`config.mk`:
```
export PLATFORM = sky130hd
export DESIGN_NAME = sio_irq_ctrl
export DESIGN_NICKNAME = d
export VERILOG_FILES = /design/src/rtl/sio_irq_ctrl.sv
export SDC_FILE = /design/constraint.sdc
export NUM_CORES = 2
export LEC_CHECK = 0
export BUFFER_PORTS_ARGS = -buffer_cell sky130_fd_sc_hd__buf_2
export CAP_MARGIN = 0
export CORE_AREA = 4 4 395 202
export CTS_CLUSTER_SIZE = 30
export DETAILED_ROUTE_END_ITERATION = 7
export DIE_AREA = 0 0 399 206
export GPL_TIMING_DRIVEN = 1
export MAX_ROUTING_LAYER = met4
export PLACE_DENSITY = 0.84
export SYNTH_ARGS = -nofsm -noshare
export SYNTH_HDL_FRONTEND = slang
export SYNTH_SLANG_ARGS = --single-unit
```
`constraint.sdc`:
```
create_clock -name clk -period 5.4 [get_ports clk]
set_input_delay 1.08 -clock clk [delete_from_list [all_inputs] [get_ports clk]]
set_output_delay 1.08 -clock clk [all_outputs]
set_load 0.03 [all_outputs]
```
`src/rtl/sio_irq_ctrl.sv`:
```
module sio_irq_ctrl #(
  parameter int NPORTS  = 32,
  parameter int NBITS   = 4,
  parameter int MAXBITS = 32,
  localparam int IW = $clog2(MAXBITS),
  localparam int AW = IW + 3
) (
  input  logic                    clk,
  input  logic                    rst_n,
  input  logic                    reg_we,
  input  logic [AW-1:0]           reg_addr,
  input  logic [31:0]             reg_wdata,
  output logic [31:0]             reg_rdata,
  input  logic                    smp_valid,
  input  logic [NPORTS*NBITS-1:0] smp_data,
  output logic                    irq
);
  localparam logic [2:0] B_CFG = 3'd0, B_POL = 3'd1, B_TLO = 3'd2,
                         B_THI = 3'd3, B_ACK = 3'd4, B_ENA = 3'd5, B_ID = 3'd6;

  logic [2:0]    blk;
  logic [IW-1:0] idx;
  logic          master_q, irq_q, any_id, ack_we;
  logic [NPORTS-1:0] pol_q [NBITS];
  logic [NPORTS-1:0] tlo_q [NBITS];
  logic [NPORTS-1:0] thi_q [NBITS];
  logic [NPORTS-1:0] ena_q [NBITS];
  logic [NPORTS-1:0] pend_q [NBITS];
  logic [NPORTS-1:0] prev_q [NBITS];
  logic [NPORTS-1:0] pend_d [NBITS];

  assign blk    = reg_addr[AW-1:IW];
  assign idx    = reg_addr[IW-1:0];
  assign ack_we = reg_we && blk == B_ACK;
  assign irq    = irq_q;

  always_ff @(posedge clk) begin
    if (!rst_n) begin
      master_q <= 1'b0;
      for (int b = 0; b < NBITS; b++) begin
        pol_q[b] <= '0;
        tlo_q[b] <= '0;
        thi_q[b] <= '0;
        ena_q[b] <= '0;
      end
    end else if (reg_we) begin
      if (blk == B_CFG && idx == '0) master_q <= reg_wdata[0];
      for (int b = 0; b < NBITS; b++) begin
        if (int'(idx) == b) begin
          case (blk)
            B_POL:   pol_q[b] <= reg_wdata[NPORTS-1:0];
            B_TLO:   tlo_q[b] <= reg_wdata[NPORTS-1:0];
            B_THI:   thi_q[b] <= reg_wdata[NPORTS-1:0];
            B_ENA:   ena_q[b] <= reg_wdata[NPORTS-1:0];
            default: ;
          endcase
        end
      end
    end
  end

  always_comb begin
    for (int b = 0; b < NBITS; b++) begin
      for (int p = 0; p < NPORTS; p++) begin
        logic cur, prv, hit, ack;
        cur = smp_data[p*NBITS+b];
        prv = prev_q[b][p];
        ack = ack_we && int'(idx) == b && reg_wdata[p];
        case ({thi_q[b][p], tlo_q[b][p]})
          2'd1:    hit = cur ^ prv;
          2'd2:    hit = prv & ~cur;
          2'd3:    hit = ~prv & cur;
          default: hit = cur ^ pol_q[b][p];
        endcase
        if (smp_valid) begin
          if ({thi_q[b][p], tlo_q[b][p]} == 2'd0) pend_d[b][p] = hit;
          else pend_d[b][p] = (pend_q[b][p] & ~ack) | hit;
        end else begin
          pend_d[b][p] = pend_q[b][p] & ~ack;
        end
      end
    end
  end

  always_ff @(posedge clk) begin
    for (int b = 0; b < NBITS; b++) begin
      if (!rst_n) begin
        pend_q[b] <= '0;
        prev_q[b] <= '0;
      end else begin
        pend_q[b] <= pend_d[b];
        if (smp_valid)
          for (int p = 0; p < NPORTS; p++) prev_q[b][p] <= smp_data[p*NBITS+b];
      end
    end
  end

  always_comb begin
    any_id = 1'b0;
    for (int b = 0; b < NBITS; b++) any_id = any_id | (|(pend_q[b] & ena_q[b]));
  end

  always_ff @(posedge clk) begin
    if (!rst_n) irq_q <= 1'b0;
    else        irq_q <= master_q & any_id;
  end

  always_comb begin
    reg_rdata = '0;
    if (blk == B_CFG && idx == '0) reg_rdata[0] = master_q;
    for (int b = 0; b < NBITS; b++) begin
      if (int'(idx) == b) begin
        case (blk)
          B_POL:   reg_rdata[NPORTS-1:0] = pol_q[b];
          B_TLO:   reg_rdata[NPORTS-1:0] = tlo_q[b];
          B_THI:   reg_rdata[NPORTS-1:0] = thi_q[b];
          B_ENA:   reg_rdata[NPORTS-1:0] = ena_q[b];
          B_ID:    reg_rdata[NPORTS-1:0] = pend_q[b] & ena_q[b];
          default: ;
        endcase
      end
    end
  end

  p_irq_master_r9: assert property (@(posedge clk) disable iff (!rst_n)
    irq |-> $past(master_q));

  p_irq_source_r8: assert property (@(posedge clk) disable iff (!rst_n)
    irq |-> $past(any_id));

  for (genvar g = 0; g < NBITS; g++) begin : g_chk
    p_ack_clears_r7: assert property (@(posedge clk) disable iff (!rst_n)
      (ack_we && int'(idx) == g && !smp_valid)
      |=> ((pend_q[g] & $past(reg_wdata[NPORTS-1:0])) == '0));

    p_hold_no_strobe_r11: assert property (@(posedge clk) disable iff (!rst_n)
      (!smp_valid && !ack_we) |=> $stable(pend_q[g]));
  end
endmodule

```
==> results.ini <==
[placed_design]
port_buffers=204
hpwl_um=101000
globalplace.congestion=1.03

[floorplan]
die_y_um=206
rows=72
start_util_pct=55.7
io_pins=205
die_w_um=399
core-area_um2=76500
dieArea_um2=82200

[cts]
clk_latency_ns=0.64
cts_hold_buffers=0
h-tree-depth=3
clk_pin_slew_ns=0.06
cts-root-buf=clkbuf_16
ctsResizeCount=0
clock_path_buffers=3
cts_buffers=73
postCtsSetupBuffers=0
clkSinkCount=770
cts_tree=yes

[sta]
fin_crit_sh_pct=92.0
final-setup-viol-count=0
maxSlewViolCount=0
setup-tns-final_ns=0
fin_skew_ns=0.0231
finalHoldViolCount=0
rsz0062_at_grt=false
maxSlewHeadroom_pct=22.8
clock.fmax_ghz=0.201
worst_pin_slew_ns=1.16
fin_crit_ns=4.97

[grt]
grt_usage_pct=37.4
grt_max_degree=132
antenna_found_initial=33
overflow=0
grt_pass1_wl_um=221000
grt_pass1_vias=32955

[yosys]
syn_inst=4154
synth-seq-cells=770
ys_seq_area_share_pct=51.2
syn_avg_cell_area_um2=10.3
synthMostInstantiatedCell=edfxtp_1
yosys_warnings=0
async_flop_share_pct=0
synth_common_cells=edfxtp_1 (640), and2_1 (512), o21ai_0 (333)
synthFlopType=edfxtp_1
synth_top_area_share_pct=45.1
synth_area_leaders=edfxtp_1 (45%), and2_1 (7.5%), dfxtp_1 (6.1%)
synth_top_area_cell=edfxtp_1
syn_area_um2=42600
yosysUniqueCellTypes=59
synth_nets=4326
synth_edf_count=640

[drt]
vias_per_cell=6.85
postRouteAntennaNets=0
firstDrtPassIters=8
routedWlPerCell_um=28.9
drc=0
routed_wirelength_um=154000
drt-initial-drc-count=7230
vias=36417

[critical_path]
worstSetupStartpointType=primary input
cp-end-kind=primary output
reg2reg_slack_ns=2.78
critPathMaxFanout=40
reg2reg_depth=5
rr_endpoint=irq
cp_data_required_time_ns=4.32
cp.arrival_ns=3.89
timing.rr.start=ena_q[3][27]
critical_path_class=in2out

[pwr]
clkPwrFrac_pct=37.8
swShare_pct=27.0
seqPwrFrac_pct=50.6
vdd_ir_drop_max_mv=0.205
p_total_w=0.0143
p_leak_nw=17.2
power-per-cell-area_nw_per_um2=302
p_sw_w=0.00385
internal_power_w=0.0104
p_comb_share_pct=11.6

[finish]
drive_gt1_share_pct=12.6
nets=4363
fillers=5958
syn2layout_area_growth_pct=11.0

[min_path]
hold_path_class=reg2reg
hold_path_end=pend_q[0][18]
hold_path_depth=2
min_from=pend_q[0][18]

[run]
drv_cap=0

[run_status]
status=finished clean

[how the worst max path moves through the flow]
stage | start | endpoint | cells past startpoint
after floorplan | reg_addr[5] | thi_q[0][0] | 7
after global placement | reg_addr[4] | reg_rdata[12] | 7
after detailed placement | reg_addr[4] | reg_rdata[10] | 7
after CTS | reg_addr[4] | reg_rdata[10] | 7
after global routing | reg_addr[4] | reg_rdata[10] | 7
final | reg_addr[4] | reg_rdata[10] | 7
[sequential cells by signal, summed over array words and instances, names as in the netlist]
register  count
prev_q      128
thi_q       128
tlo_q       128
pend_q      128
irq           1
ena_q       128
master_q      1
pol_q       128
[worst max-delay path: stages]
cell	delay, ns
buf_2	0.11
or4_4	0.57
or2_2	0.66
a211oi_1	0.51
a211oi_1	0.09
o31ai_1	0.52
buf_2	0.31
[final cells by class]
class | count | area (um2) | area share (%)
Timing Repair Buffer | 289 | 1850 | 3.91
Tap cell | 1036 | 1300 | 2.74
Antenna cell | 31 | 77.6 | 0.164
Inverter | 101 | 379 | 0.802
Sequential cell | 770 | 21800 | 46.2
Clock inverter | 33 | 357 | 0.755
Clock buffer | 101 | 2060 | 4.35
Multi-Input combinational cell | 2956 | 19400 | 41.1
[through the flow]
step / util (%) / worst slack (ns) / cell area, um2 / hold slack, ns / std cells
final: 61.8 / 0.432 / 47200 / 0.488 / 5317
after CTS: 61.7 / 0.595 / 47200 / 0.486 / 5286
after floorplan: - / 0.366 / 42600 / 0.424 / 4154
after global placement: 58.5 / 0.592 / 44800 / 0.468 / 5152
after detailed placement: 58.5 / 0.599 / 44800 / 0.477 / 5152
after global routing: 61.8 / 0.450 / 47200 / 0.507 / 5310
[routing by layer]
layer	GRT usage, %	routed length [um]	part of all wire (%)	vias up
li1	-	-	-	15461
met1	52.0	58700	38	17534
met2	48.1	60100	39	3076
met3	17.6	30000	20	346
met4	10.5	4690	3.1	0
met5	-	0	0	-
[placed cells by master, fill, tap and decap left out, types with 99 or more instances in the layout]
cell type	instances
inv_1	99
edfxtp_1	640
nor2_1	147
and2_1	512
nand2_1	302
nor3b_1	124
o21ai_0	317
buf_2	199
nand3_1	201
and3_1	159
a221oi_1	100
xnor2_1	124
dfxtp_1	130
[cell families after synthesis]
logic type             synth area share, %
AND/OR/NAND/NOR                       21.8
XOR/XNOR                              2.61
buffers and inverters                 3.87
AO/OA/AOI/OAI                         17.1
multiplexers                          3.31
flip-flops                            51.2
[power by group through the flow]
| stage | Sequential [W] | Clock [W] | Combinational, W |
|---|---|---|---|
| 2_1_floorplan | 0.00714 | 0 | 0.000981 |
| 3_3_place_gp | 0.00728 | 0 | 0.00153 |
| 3_5_place_dp | 0.00729 | 0 | 0.00157 |
| 4_1_cts | 0.00717 | 0.00537 | 0.00159 |
| 5_1_grt | 0.00723 | 0.00563 | 0.00174 |
| 6_report | 0.00722 | 0.00539 | 0.00166 |
Power figures use the tool's default switching activity.
